==> src/rtl/dcw_pkg.sv <==
package dcw_pkg;

    localparam int WORD_W    = 32;
    localparam int LEN_W     = 12;
    localparam int OWNER_BIT = 31;
    localparam int EOF_BIT   = 30;
    localparam int N_WORDS   = 3;

    typedef enum logic [2:0] {
        ST_IDLE,
        ST_FETCH,
        ST_CHECK,
        ST_MOVE,
        ST_WBACK,
        ST_DONE,
        ST_FAULT
    } walk_state_e;

    typedef struct packed {
        logic [WORD_W-1:0] ctrl;
        logic [WORD_W-1:0] buf_ptr;
        logic [WORD_W-1:0] link;
    } dscr_t;

    typedef struct packed {
        logic owner;
        logic length;
        logic link;
    } fault_t;

    function automatic fault_t dscr_faults(input dscr_t d, input logic chk_owner);
        fault_t f;
        f.owner  = chk_owner && !d.ctrl[OWNER_BIT];
        f.length = (d.ctrl[LEN_W-1:0] == '0) && !d.ctrl[EOF_BIT];
        f.link   = (d.link[1:0] != 2'b00);
        return f;
    endfunction

    function automatic logic dscr_is_last(input dscr_t d);
        return d.link == '0;
    endfunction

    function automatic logic dscr_is_eof(input dscr_t d);
        return d.ctrl[EOF_BIT];
    endfunction

endpackage

==> src/rtl/dcw_ctrl.sv <==
module dcw_ctrl
    import dcw_pkg::*;
#(
    parameter int ADDR_W = 20
) (
    input  logic              clk,
    input  logic              rst,
    input  logic              soft_rst,
    input  logic              start,
    input  logic              stop,
    input  logic              restart,
    input  logic              chk_owner,
    input  logic              wb_en,
    input  logic [ADDR_W-1:0] first_addr,
    input  logic              rd_ack,
    input  logic [WORD_W-1:0] rd_data,
    input  logic              mv_done,
    input  logic              wr_ack,
    output walk_state_e       state,
    output logic [1:0]        widx,
    output dscr_t             dscr,
    output logic              hist_load,
    output logic [ADDR_W-1:0] hist_addr,
    output logic              eof_cap
);

    localparam logic [1:0] LAST_WORD = 2'(N_WORDS - 1);

    walk_state_e state_n;
    logic [1:0]  widx_n;
    fault_t      fault;

    assign fault = dscr_faults(dscr, chk_owner);

    always_comb begin
        state_n   = state;
        widx_n    = widx;
        hist_load = 1'b0;
        hist_addr = first_addr;
        eof_cap   = (state == ST_DONE) && dscr_is_eof(dscr);
        if (stop && state != ST_IDLE) begin
            state_n = ST_IDLE;
        end else begin
            unique case (state)
                ST_IDLE: begin
                    if (start) begin
                        hist_load = 1'b1;
                        hist_addr = first_addr;
                        widx_n    = '0;
                        state_n   = ST_FETCH;
                    end else if (restart) begin
                        widx_n  = '0;
                        state_n = ST_FETCH;
                    end
                end
                ST_FETCH: begin
                    if (rd_ack) begin
                        if (widx == LAST_WORD) state_n = ST_CHECK;
                        else                   widx_n  = widx + 2'd1;
                    end
                end
                ST_CHECK: state_n = (|fault) ? ST_FAULT : ST_MOVE;
                ST_MOVE: begin
                    if (mv_done) state_n = wb_en ? ST_WBACK : ST_DONE;
                end
                ST_WBACK: begin
                    if (wr_ack) state_n = ST_DONE;
                end
                ST_DONE: begin
                    if (dscr_is_last(dscr)) begin
                        state_n = ST_IDLE;
                    end else begin
                        hist_load = 1'b1;
                        hist_addr = dscr.link[ADDR_W-1:0];
                        widx_n    = '0;
                        state_n   = ST_FETCH;
                    end
                end
                ST_FAULT: state_n = ST_IDLE;
                default:  state_n = ST_IDLE;
            endcase
        end
    end

    always_ff @(posedge clk) begin
        if (rst || soft_rst) begin
            state <= ST_IDLE;
            widx  <= '0;
            dscr  <= '0;
        end else begin
            state <= state_n;
            widx  <= widx_n;
            if (state == ST_FETCH && rd_ack && !stop) begin
                unique case (widx)
                    2'd0:    dscr.ctrl    <= rd_data;
                    2'd1:    dscr.buf_ptr <= rd_data;
                    default: dscr.link    <= rd_data;
                endcase
            end
        end
    end

    // write-back is only ever entered from a completed move
    assert_wb_after_move_R7: assert property (@(posedge clk) disable iff (rst || soft_rst)
        (state == ST_WBACK) |-> ($past(state) == ST_MOVE || $past(state) == ST_WBACK));

    // a fault cycle is only reached from the check cycle
    assert_fault_from_check_R6: assert property (@(posedge clk) disable iff (rst || soft_rst)
        (state == ST_FAULT) |-> ($past(state) == ST_CHECK));

endmodule

==> src/rtl/dcw_hist.sv <==
module dcw_hist #(
    parameter int ADDR_W = 20,
    parameter int DEPTH  = 3
) (
    input  logic                         clk,
    input  logic                         rst,
    input  logic                         clr,
    input  logic                         load,
    input  logic [ADDR_W-1:0]            addr_in,
    input  logic                         eof_cap,
    output logic [DEPTH-1:0][ADDR_W-1:0] hist_q,
    output logic [ADDR_W-1:0]            eof_addr,
    output logic [ADDR_W-1:0]            eof_prev
);

    always_ff @(posedge clk) begin
        if (rst || clr) begin
            hist_q   <= '0;
            eof_addr <= '0;
            eof_prev <= '0;
        end else begin
            if (eof_cap) begin
                eof_addr <= hist_q[0];
                eof_prev <= hist_q[1];
            end
            if (load) begin
                hist_q[0] <= addr_in;
                for (int i = 1; i < DEPTH; i++) begin
                    hist_q[i] <= hist_q[i-1];
                end
            end
        end
    end

    generate
        for (genvar g = 1; g < DEPTH; g++) begin : g_shift_chk
            // each stage takes the value of the stage in front of it
            assert_hist_shift_R4: assert property (@(posedge clk) disable iff (rst)
                (load && !clr) |=> (hist_q[g] == $past(hist_q[g-1])));
        end
    endgenerate

    // the end-of-frame register takes the current address
    assert_eof_capture_R8: assert property (@(posedge clk) disable iff (rst)
        (eof_cap && !clr) |=> (eof_addr == $past(hist_q[0])));

    // without a capture the end-of-frame register holds
    assert_eof_hold_R8: assert property (@(posedge clk) disable iff (rst)
        (!eof_cap && !clr) |=> $stable(eof_addr));

endmodule

==> src/rtl/dcw_port.sv <==
module dcw_port
    import dcw_pkg::*;
#(
    parameter int ADDR_W = 20
) (
    input  logic              clk,
    input  logic              rst,
    input  walk_state_e       state,
    input  logic [1:0]        widx,
    input  dscr_t             dscr,
    input  logic [ADDR_W-1:0] cur,
    input  logic              wb_owner,
    output logic              park,
    output logic              rd_req,
    output logic [ADDR_W-1:0] rd_addr,
    output logic              wr_req,
    output logic [ADDR_W-1:0] wr_addr,
    output logic [WORD_W-1:0] wr_data,
    output logic              mv_req,
    output logic [WORD_W-1:0] mv_buf_addr,
    output logic [LEN_W-1:0]  mv_len,
    output logic              ev_dscr_err,
    output logic              ev_done,
    output logic              ev_eof,
    output logic              ev_total_eof
);

    localparam int PAD_W = ADDR_W - 4;

    logic at_done;
    assign at_done = (state == ST_DONE);

    assign park         = (state == ST_IDLE);
    assign rd_req       = (state == ST_FETCH);
    assign rd_addr      = cur + {{PAD_W{1'b0}}, widx, 2'b00};
    assign mv_req       = (state == ST_MOVE);
    assign mv_buf_addr  = dscr.buf_ptr;
    assign mv_len       = dscr.ctrl[LEN_W-1:0];
    assign wr_req       = (state == ST_WBACK);
    assign wr_addr      = cur;
    assign wr_data      = {wb_owner, dscr.ctrl[OWNER_BIT-1:0]};
    assign ev_done      = at_done;
    assign ev_eof       = at_done && dscr_is_eof(dscr);
    assign ev_total_eof = at_done && dscr_is_eof(dscr) && dscr_is_last(dscr);
    assign ev_dscr_err  = (state == ST_FAULT);

    // parked means no request of any kind
    assert_park_quiet_R3: assert property (@(posedge clk) disable iff (rst)
        park |-> !(rd_req || wr_req || mv_req));

    // requests are mutually exclusive
    assert_single_req_R3: assert property (@(posedge clk) disable iff (rst)
        $onehot0({rd_req, wr_req, mv_req}));

endmodule

==> src/rtl/dscr_chain_walker.sv <==
module dscr_chain_walker
    import dcw_pkg::*;
#(
    parameter int ADDR_W = 20
) (
    input  logic              clk,
    input  logic              rst,
    input  logic              soft_rst,
    input  logic              ctl_start,
    input  logic              ctl_stop,
    input  logic              ctl_restart,
    input  logic [ADDR_W-1:0] cfg_first_addr,
    input  logic              cfg_check_owner,
    input  logic              cfg_wb_en,
    input  logic              cfg_wb_owner,
    output logic              rd_req,
    output logic [ADDR_W-1:0] rd_addr,
    input  logic              rd_ack,
    input  logic [31:0]       rd_data,
    output logic              wr_req,
    output logic [ADDR_W-1:0] wr_addr,
    output logic [31:0]       wr_data,
    input  logic              wr_ack,
    output logic              mv_req,
    output logic [31:0]       mv_buf_addr,
    output logic [11:0]       mv_len,
    input  logic              mv_done,
    output logic              park,
    output logic              ev_dscr_err,
    output logic              ev_done,
    output logic              ev_eof,
    output logic              ev_total_eof,
    output logic [ADDR_W-1:0] hist_cur,
    output logic [ADDR_W-1:0] hist_prev,
    output logic [ADDR_W-1:0] hist_prev2,
    output logic [ADDR_W-1:0] eof_dscr_addr,
    output logic [ADDR_W-1:0] eof_prev_addr
);

    localparam int HIST_DEPTH = 3;

    walk_state_e                       state;
    logic [1:0]                        widx;
    dscr_t                             dscr;
    logic                              hist_load;
    logic [ADDR_W-1:0]                 hist_addr;
    logic                              eof_cap;
    logic [HIST_DEPTH-1:0][ADDR_W-1:0] hist_q;

    dcw_ctrl #(.ADDR_W(ADDR_W)) u_ctrl (
        .clk        (clk),
        .rst        (rst),
        .soft_rst   (soft_rst),
        .start      (ctl_start),
        .stop       (ctl_stop),
        .restart    (ctl_restart),
        .chk_owner  (cfg_check_owner),
        .wb_en      (cfg_wb_en),
        .first_addr (cfg_first_addr),
        .rd_ack     (rd_ack),
        .rd_data    (rd_data),
        .mv_done    (mv_done),
        .wr_ack     (wr_ack),
        .state      (state),
        .widx       (widx),
        .dscr       (dscr),
        .hist_load  (hist_load),
        .hist_addr  (hist_addr),
        .eof_cap    (eof_cap)
    );

    dcw_hist #(.ADDR_W(ADDR_W), .DEPTH(HIST_DEPTH)) u_hist (
        .clk      (clk),
        .rst      (rst),
        .clr      (soft_rst),
        .load     (hist_load),
        .addr_in  (hist_addr),
        .eof_cap  (eof_cap),
        .hist_q   (hist_q),
        .eof_addr (eof_dscr_addr),
        .eof_prev (eof_prev_addr)
    );

    dcw_port #(.ADDR_W(ADDR_W)) u_port (
        .clk          (clk),
        .rst          (rst),
        .state        (state),
        .widx         (widx),
        .dscr         (dscr),
        .cur          (hist_q[0]),
        .wb_owner     (cfg_wb_owner),
        .park         (park),
        .rd_req       (rd_req),
        .rd_addr      (rd_addr),
        .wr_req       (wr_req),
        .wr_addr      (wr_addr),
        .wr_data      (wr_data),
        .mv_req       (mv_req),
        .mv_buf_addr  (mv_buf_addr),
        .mv_len       (mv_len),
        .ev_dscr_err  (ev_dscr_err),
        .ev_done      (ev_done),
        .ev_eof       (ev_eof),
        .ev_total_eof (ev_total_eof)
    );

    assign hist_cur   = hist_q[0];
    assign hist_prev  = hist_q[1];
    assign hist_prev2 = hist_q[2];

    // stop while busy parks on the next clock
    assert_stop_parks_R2: assert property (@(posedge clk) disable iff (rst)
        (ctl_stop && !park) |=> park);

    // soft reset parks and empties the history
    assert_soft_reset_R11: assert property (@(posedge clk) disable iff (rst)
        soft_rst |=> (park && hist_cur == '0 && hist_prev == '0 && eof_dscr_addr == '0));

    // a descriptor error is followed by parking
    assert_fault_parks_R5: assert property (@(posedge clk) disable iff (rst)
        ev_dscr_err |=> park);

    // total end-of-frame only accompanies a finished end-of-frame descriptor
    assert_total_eof_R10: assert property (@(posedge clk) disable iff (rst)
        ev_total_eof |-> (ev_eof && ev_done));

endmodule

==> config.mk <==
export PLATFORM = sky130hd
export DESIGN_NAME = dscr_chain_walker
export DESIGN_NICKNAME = d
export VERILOG_FILES = /design/src/rtl/dcw_pkg.sv /design/src/rtl/dcw_ctrl.sv /design/src/rtl/dcw_hist.sv /design/src/rtl/dcw_port.sv /design/src/rtl/dscr_chain_walker.sv
export SDC_FILE = /design/constraint.sdc
export NUM_CORES = 1
export LEC_CHECK = 0
export BUFFER_PORTS_ARGS = -buffer_cell sky130_fd_sc_hd__buf_4
export CORE_MARGIN = 1.5
export CORE_UTILIZATION = 25
export DETAILED_ROUTE_END_ITERATION = 6
export GPL_TIMING_DRIVEN = 0
export PLACE_DENSITY_LB_ADDON = 0.1
export SETUP_SLACK_MARGIN = 0.02
export SYNTH_ARGS = -nofsm -noshare
export SYNTH_HDL_FRONTEND = slang
export SYNTH_HIERARCHICAL = 1
export SYNTH_SLANG_ARGS = --single-unit
==> constraint.sdc <==
create_clock -name clk -period 5.25 [get_ports clk]
set_clock_uncertainty 0.15 [all_clocks]
set_input_delay 0.525 -clock clk [delete_from_list [all_inputs] [get_ports clk]]
set_output_delay 0.525 -clock clk [all_outputs]
set_load 0.05 [all_outputs]
# Word level (Yosys, flattened, before mapping)

Index checks and enable logic that the tools add are counted.
W data, S select, Z words.

Register bits after elaboration: 201
Bits of input ports: 64
Output and inout bits: 224

Add/sub/neg operators: 2
Equality and inequality tests: 15
Multiplexer cells: 23
Bitwise logic cells: 2
Reduce and logical (&&, ||, !) cells: 26

Operators with widths:

| cell                 | number |
|---|---|
| $mux W20             | 3 |
| $logic_not A32 Y1    | 1 |
| $mux W3              | 7 |
| $add A20 B4 Y20      | 1 |
| $pmux W3 S6          | 1 |
| $logic_not A12 Y1    | 1 |
| $mux W2              | 5 |
| $eq A3 B3 Y1 const B | 3 |
| $ne A2 B1 Y1 const B | 4 |
| $logic_and A1 B1 Y1  | 7 |
| $eq A3 B2 Y1 const B | 2 |
| $pmux W2 S3          | 1 |
| $reduce_and A2 Y1    | 3 |
| $reduce_and A6 Y1    | 1 |
| $reduce_bool A3 Y1   | 2 |
| $mux W1              | 5 |
| $reduce_and A5 Y1    | 1 |
| $ne A2 B2 Y1 const B | 2 |
| $reduce_or A2 Y1     | 2 |
| $eq A3 B1 Y1 const B | 1 |
| $logic_not A1 Y1     | 3 |
| $logic_not A3 Y1     | 1 |
| $ne A3 B3 Y1 const B | 1 |
| $reduce_or A3 Y1     | 1 |
| 8 further kinds      | 9 |

# Depth between registers and ports, before layout

Gate-level depths: netlist (run 1).

Word-level depth: 5
Mapped depth: 9
Depth with buffers taken out: 7

# Hierarchy

The synthesis (run 1) kept the hierarchy.

By module, submodules not included:

| module   | instances | cells an instance | area each (um2) |
|---|---|---|---|
| dcw_ctrl | 1         | 523               | 4192.8 |
| dcw_hist | 1         | 324               | 3631.0 |
| dcw_port | 1         | 168               | 1231.2 |

# Worst setup path after synthesis (run 1)

No wires, ideal clock.

Path kind: register to output
From: register u_hist/hist_q[2] in the netlist's numbering
To: output port rd_addr[16]
Data arrival time: 2.570 ns
Required time: 4.575 ns
Slack: 2.005 ns
Stages on the path, launching flop included: 7
Path buffers: 0
Cells stage by stage: dfxtp_1 -> ha_1 -> fa_1 -> nand2_1 -> nor4_2 -> nand3_1 -> xnor2_1

Longest elaborated chain between the ends: 1

RTL lines:

| element                          | line                    | RTL |
|---|---|---|
| start: declaration               | dcw_hist.sv:11          | `output logic [DEPTH-1:0][ADDR_W-1:0] hist_q,` |
| start signal: indexed assignment | dcw_hist.sv:29          | `hist_q[i] <= hist_q[i-1];` |
| $add A20 B4 Y20                  | dcw_port.sv:35          | `assign rd_addr = cur + {{PAD_W{1'b0}}, widx, 2'b00};` |
| end: declaration                 | dscr_chain_walker.sv:17 | `output logic [ADDR_W-1:0] rd_addr,` |

Every way passes these cells.

# Worst setup path after layout (run 1)

Same ends and word-level chain as after synthesis.

==> results of run 1 <==
==> through the flow <==
stage	utilization	power, mW	area, um2	setup WS, ns
after floorplan	-	1.79	9050	2.00
after global placement	0.331	1.92	11800	2.48
after detailed placement	0.331	1.92	11800	2.48
after CTS	0.353	3.57	12500	1.89
after global routing	0.353	3.65	12500	1.79
final	0.353	3.50	12500	1.99
==> registers in the layout, indices dropped and copies added, names as in the netlist <==
signal	cells
u_hist/eof_prev	20
u_ctrl/state	3
u_hist/hist_q	60
u_hist/eof_addr	20
u_ctrl/dscr	96
u_ctrl/widx	2
==> per-layer routing <==
| layer | vias up | track usage | wire, um |
|---|---|---|---|
| li1 | 3906 | - | - |
| met1 | 3572 | 0.206 | 14000 |
| met2 | 223 | 0.272 | 14700 |
| met3 | 41 | 0.0483 | 2300 |
| met4 | 6 | 0.0365 | 632 |
| met5 | - | 0 | 41 |
==> kinds of logic (layout without fill, tap and decap cells) <==
logic type | count (synthesis) | after routing
other cells | 0 | 3
xor+xnor | 16 | 16
compound gates | 117 | 117
mux | 120 | 120
buf+inv | 166 | 494
simple gates | 389 | 389
flops | 201 | 201
fa+ha+maj | 6 | 6
==> cell usage after synthesis, types with 2 or more instances <==
library cell  count  area (um2)
a31oi_1           2        12.5
nor4_1           16         100
nor2_1          116         435
a21oi_1          95         475
o2111ai_1         3        26.3
nor3_1            6        30.0
a21oi_2           4        35.0
o21ai_0           6        30.0
ha_1              5        62.6
dfxtp_1         201        4020
nand2_1         211         792
nor3b_1           2        15.0
buf_8            11         165
xnor2_1           8        70.1
nand3_1           5        25.0
xor2_1            8        70.1
mux2_2           20         225
buf_2             4        20.0
mux2i_1         100        1000
buf_4           111         833
and2_1            3        18.8
buf_6            11         124
nor4_2            3        37.5
clkbuf_1         21        78.8
inv_1             7        26.3
nand4_1          12        75.1
==> cell type report <==
cell class | count | area, um2 | area share
diodes | 3 | 7.51 | 0.000598
repair buffers | 286 | 2150 | 0.171
inverters | 7 | 26.3 | 0.00209
multi-input cells | 648 | 3780 | 0.301
flip-flops and latches | 201 | 4020 | 0.321
well taps | 461 | 577 | 0.0460
clock inverters | 3 | 15.0 | 0.00120
plain buffers | 159 | 1220 | 0.0976
clock buffers | 39 | 748 | 0.0596
==> power by group through the flow <==
stage / Sequential, mW / Combinational, mW / Clock, mW
detailed placement: 1.60 / 0.328 / 0
CTS: 1.56 / 0.329 / 1.68
finish: 1.56 / 0.324 / 1.62
floorplan: 1.61 / 0.184 / 0
global route: 1.56 / 0.344 / 1.74
global placement: 1.60 / 0.329 / 0
==> worst min-delay path by stage <==
stage                     cells after the start              end  slack (ns)            start
after floorplan                               2  u_ctrl/dscr[95]        0.29  u_ctrl/dscr[95]
after global placement                        2  u_ctrl/dscr[86]        0.29  u_ctrl/dscr[86]
after detailed placement                      2  u_ctrl/dscr[81]        0.30  u_ctrl/dscr[81]
after CTS                                     2  u_ctrl/state[1]        0.04          mv_done
after global routing                          2  u_ctrl/state[1]        0.05          mv_done
final                                         2  u_ctrl/state[1]        0.07          mv_done
==> worst max-delay path: stages (launching register included) <==
cell and delay (ns):
dfxtp_1 0.54, ha_1 0.27, fa_1 0.27, nand2_1 0.14, nor4_2 0.31, nand3_1 0.14, xnor2_1 0.18, buf_4 0.24
==> impl_metrics.env, run 1 <==
export IMPL_synth_simple_area_share=0.185
export IMPL_synth_top_family_by_area="simple AND/OR/NAND/NOR gates"
export IMPL_relSlewSlack=0.330
export IMPL_dpl_hpwl_mm=23.8
export IMPL_worstSetupEndpoint="rd_addr[16]"
export IMPL_antenna_found_initial=5
export IMPL_synth_mux_area_frac=0.135
export IMPL_power_clock_fraction=0.462
export IMPL_synth_async_reset_ratio=0
export IMPL_cp_arrival_ns=2.58
export IMPL_reg2regPathDepth=9
export IMPL_synth_seq_cells=201
export IMPL_sequentialPowerShare=0.446
export IMPL_final_cell_mix="buf_4, nand2_1, dfxtp_1, nor2_1, mux2i_1"
export IMPL_synth_xor_area_frac=0.0155
export IMPL_wirelength_mm=31.7
export IMPL_fp_dieH_um=193
export IMPL_cts_htree_levels=1
export IMPL_synth_ff_type="dfxtp_1"
export IMPL_clock_path_buffers=3
export IMPL_r2r_setup_slack_ns=2.56
export IMPL_hold_viol=0
export IMPL_slew_violations=0
export IMPL_whs_ns=0.0699
export IMPL_grtUsageTotal=0.163
export IMPL_p_per_area_nw_per_um2=279
export IMPL_root_buffer="clkbuf_16"
export IMPL_via_per_inst=4.29
export IMPL_place_inst=1762
export IMPL_portBuffers=286
export IMPL_ir_worst_vdd_uv=236
export IMPL_end_kind="primary output"
export IMPL_cp_required_ns=4.58
export IMPL_maxCapViolCount=0
export IMPL_critical_path_max_fanout=6
export IMPL_timing_critical_path_from="u_hist/hist_q[2]"
export IMPL_tightest_slew_ns=0.980
export IMPL_worstSetupPathType="flip-flop to primary output"
export IMPL_gr_total_overflow=0
export IMPL_synth_edf_count=0
export IMPL_cts_hold_fix_buffers=0
export IMPL_vias=7748
export IMPL_min_path_type="input port to flip-flop"
export IMPL_switchingPower_mw=0.872
export IMPL_cp_start_kind="flip-flop"
export IMPL_syn_cell_area_um2=9050
export IMPL_p_comb_frac=0.092
export IMPL_cts_sink_count=201
export IMPL_clk_latency_ns=0.51
export IMPL_final_setup_tns_ns=0
export IMPL_cts_buffers_inserted=25
export IMPL_start_util=0.255
export IMPL_r2r_start="u_ctrl/dscr[26]"
export IMPL_r2r_end="u_hist/hist_q[59]"
export IMPL_ant_nets=0
export IMPL_drtIter0Drc=337
export IMPL_syn_inst=1015
export IMPL_status="complete, no violations"
export IMPL_first_pass_iters=5
export IMPL_fill_cells=3727
export IMPL_p_int_mw=2.63
export IMPL_core_area_um2=35600
export IMPL_setup_viol=0
export IMPL_syn_area_per_cell_um2=8.92
export IMPL_postCtsResizedCells=0
export IMPL_final_cell_count_no_fill=1807
export IMPL_cts_setup_buffers=0
export IMPL_fmax_ghz=0.307
export IMPL_layout_drive_gt1_share=0.367
export IMPL_mostFrequentLayoutCell="buf_4"
export IMPL_grt_pass1_wl_mm=47.6
export IMPL_io_pin_count=288
export IMPL_drc_errors=0
export IMPL_leakagePower_nw=5.35
export IMPL_die_x_um=193
export IMPL_grt_pass1_vias=7692
export IMPL_syn2layout_area_growth_pct=38.6
export IMPL_sw_frac_of_total=0.249
export IMPL_yosysWarnings=6
export IMPL_synth_compound_area_frac=0.0728
export IMPL_ys_seq_area_frac=0.444
export IMPL_period_minus_slack_ns=3.26
export IMPL_grt_max_degree=14
export IMPL_ys_types=50
export IMPL_clkTransAtPathRegs_ns=0.06
export IMPL_syn_nets=1085
export IMPL_rows=69
export IMPL_synth_fa_ha_area_frac=0.00912
export IMPL_place_congestion=0.749
export IMPL_rsz0062_at_grt="no"
export IMPL_timing_final_crit_share=0.621
export IMPL_cts_tree="built"
export IMPL_nNetsFinal=1398
export IMPL_wl_per_cell_um=17.5
export IMPL_die_area_um2=37400
Power figures use the tool's default switching activity.
==> run 2, diff against run 1 <==
clock period = 2.7 ns   (was 5.25 ns; I/O delays follow)
==> impl_metrics.env, run 2 (synthesis gave the netlist of run 1 again) <==
export IMPL_gr_total_overflow=0
export IMPL_grtUsageTotal=0.168
export IMPL_tightest_slew_ns=0.743
export IMPL_layout_drive_gt1_share=0.382
export IMPL_nNetsFinal=1471
export IMPL_final_setup_tns_ns=0
export IMPL_drc_errors=0
export IMPL_min_from="soft_rst"
export IMPL_largest_register="u_ctrl/dscr"
export IMPL_clkTransAtPathRegs_ns=0.06
export IMPL_grt_pass1_wl_mm=49.1
export IMPL_timing_final_crit_share=0.998
export IMPL_setup_viol=0
export IMPL_rows=69
export IMPL_p_per_area_nw_per_um2=528
export IMPL_mostFrequentLayoutCell="buf_4"
export IMPL_ir_worst_vdd_uv=366
export IMPL_worstHoldPathCells=5
export IMPL_period_minus_slack_ns=2.69
export IMPL_relSlewSlack=0.492
export IMPL_cp_arrival_ns=2.27
export IMPL_antenna_found_initial=4
export IMPL_min_path_type="input port to flip-flop"
export IMPL_via_per_inst=4.27
export IMPL_status="complete, no violations"
export IMPL_vias=8042
export IMPL_place_congestion=0.760
export IMPL_cts_tree="built"
export IMPL_clock_path_buffers=3
export IMPL_grt_pass1_vias=8006
export IMPL_rsz0062_at_grt="yes"
export IMPL_wirelength_mm=32.5
export IMPL_place_inst=1762
export IMPL_hold_viol=0
export IMPL_end_kind="primary output"
export IMPL_die_area_um2=37400
export IMPL_r2r_start="u_ctrl/dscr[0]"
export IMPL_start_util=0.255
export IMPL_r2r_end="u_hist/hist_q[59]"
export IMPL_final_cell_mix="buf_4, nand2_1, dfxtp_1, nor2_1, mux2i_1"
export IMPL_cp_required_ns=2.28
export IMPL_root_buffer="clkbuf_16"
export IMPL_reg2regPathDepth=10
export IMPL_cts_sink_count=201
export IMPL_ant_nets=0
export IMPL_syn2layout_area_growth_pct=48.5
export IMPL_cts_buffers_inserted=25
export IMPL_hold_end="u_ctrl/widx[1]"
export IMPL_leakagePower_nw=5.76
export IMPL_dpl_hpwl_mm=24.0
export IMPL_slew_violations=0
export IMPL_cp_start_kind="flip-flop"
export IMPL_drtIter0Drc=346
export IMPL_grt_max_degree=14
export IMPL_wl_per_cell_um=17.3
export IMPL_largest_reg_flops=96
export IMPL_fill_cells=3715
export IMPL_die_x_um=193
export IMPL_first_pass_iters=4
export IMPL_final_cell_count_no_fill=1883
export IMPL_fp_dieH_um=193
export IMPL_critical_path_max_fanout=5
export IMPL_fmax_ghz=0.371
export IMPL_core_area_um2=35600
export IMPL_top_regs="u_ctrl/dscr (96), u_hist/hist_q (60)"
export IMPL_r2r_setup_slack_ns=0.21
export IMPL_io_pin_count=288
export IMPL_portBuffers=286
export IMPL_clk_latency_ns=0.51
export IMPL_maxCapViolCount=0
export IMPL_cts_htree_levels=1
export IMPL_worstSetupPathType="flip-flop to primary output"
run 2: final cells by class:
cell class,instances,area (um2),area share
antenna,4,10.0,0.000744
buffer,159,1230,0.0913
clock buffer,40,782,0.0582
clock inverter,4,48.8,0.00363
inverter,7,26.3,0.00195
multi-input combinational,648,3870,0.288
sequential,201,4060,0.302
tap,461,577,0.0429
timing repair buffer,359,2850,0.212
run 2: metal layers:
metal	global-route usage	share of wire
met1	0.215	0.44
met2	0.284	0.48
met3	0.0399	0.059
met4	0.0428	0.022
met5	0	0
run 2: timing repair:
action | 4_1_cts | 5_1_grt
hold endpoints to repair | 120 | 0
pin swaps | 4 | 6
buffers inserted | 7 | 8
hold buffers | 58 | 0
gates resized for setup | 26 | 8
setup endpoints to repair | 72 | 66
run 2: power breakdown:
part / internal (mW) / leakage, nW / switching (mW)
sequential: 2.98 / 1.63 / 0.0485
combinational: 0.308 / 3.72 / 0.402
clock: 2.06 / 0.412 / 1.30
total: 5.35 / 5.76 / 1.75
run 2: worst max-delay path, cell delays in order, from the launching register on:
cell	delay [ns]
dfxtp_4	0.37
ha_4	0.26
a21o_1	0.18
nand3_4	0.11
nor4_4	0.48
xor2_2	0.18
buf_6	0.17
run 2: worst max-delay path by stage:
| stage | endpoint | cells past startpoint | start | slack (ns) |
|---|---|---|---|---|
| floorplan | rd_addr[16] | 6 | u_hist/hist_q[2] | -0.08 |
| global placement | u_hist/hist_q[59] | 9 | u_ctrl/dscr[2] | -0.06 |
| detailed placement | u_hist/hist_q[59] | 9 | u_ctrl/dscr[2] | -0.05 |
| CTS | rd_addr[19] | 4 | u_hist/hist_q[15] | 0.03 |
| global route | rd_addr[19] | 6 | u_ctrl/widx[1] | -0.08 |
| finish | rd_addr[19] | 6 | u_ctrl/widx[1] | 0.005 |
run 2: metrics by stage:
| stage | power [mW] | area, um2 | setup WS (ns) | hold WS (ns) | utilization |
|---|---|---|---|---|---|
| 6_report | 7.10 | 13400 | 0.00538 | 0.0765 | 0.378 |
| 5_1_grt | 7.37 | 13400 | -0.0759 | 0.0930 | 0.378 |
| 4_1_cts | 7.23 | 13300 | 0.0303 | 0.0589 | 0.375 |
| 3_5_place_dp | 3.74 | 11800 | -0.0482 | 0.299 | 0.332 |
| 3_3_place_gp | 3.74 | 11800 | -0.0649 | 0.294 | 0.332 |
| 2_1_floorplan | 3.48 | 9100 | -0.0816 | 0.198 | - |
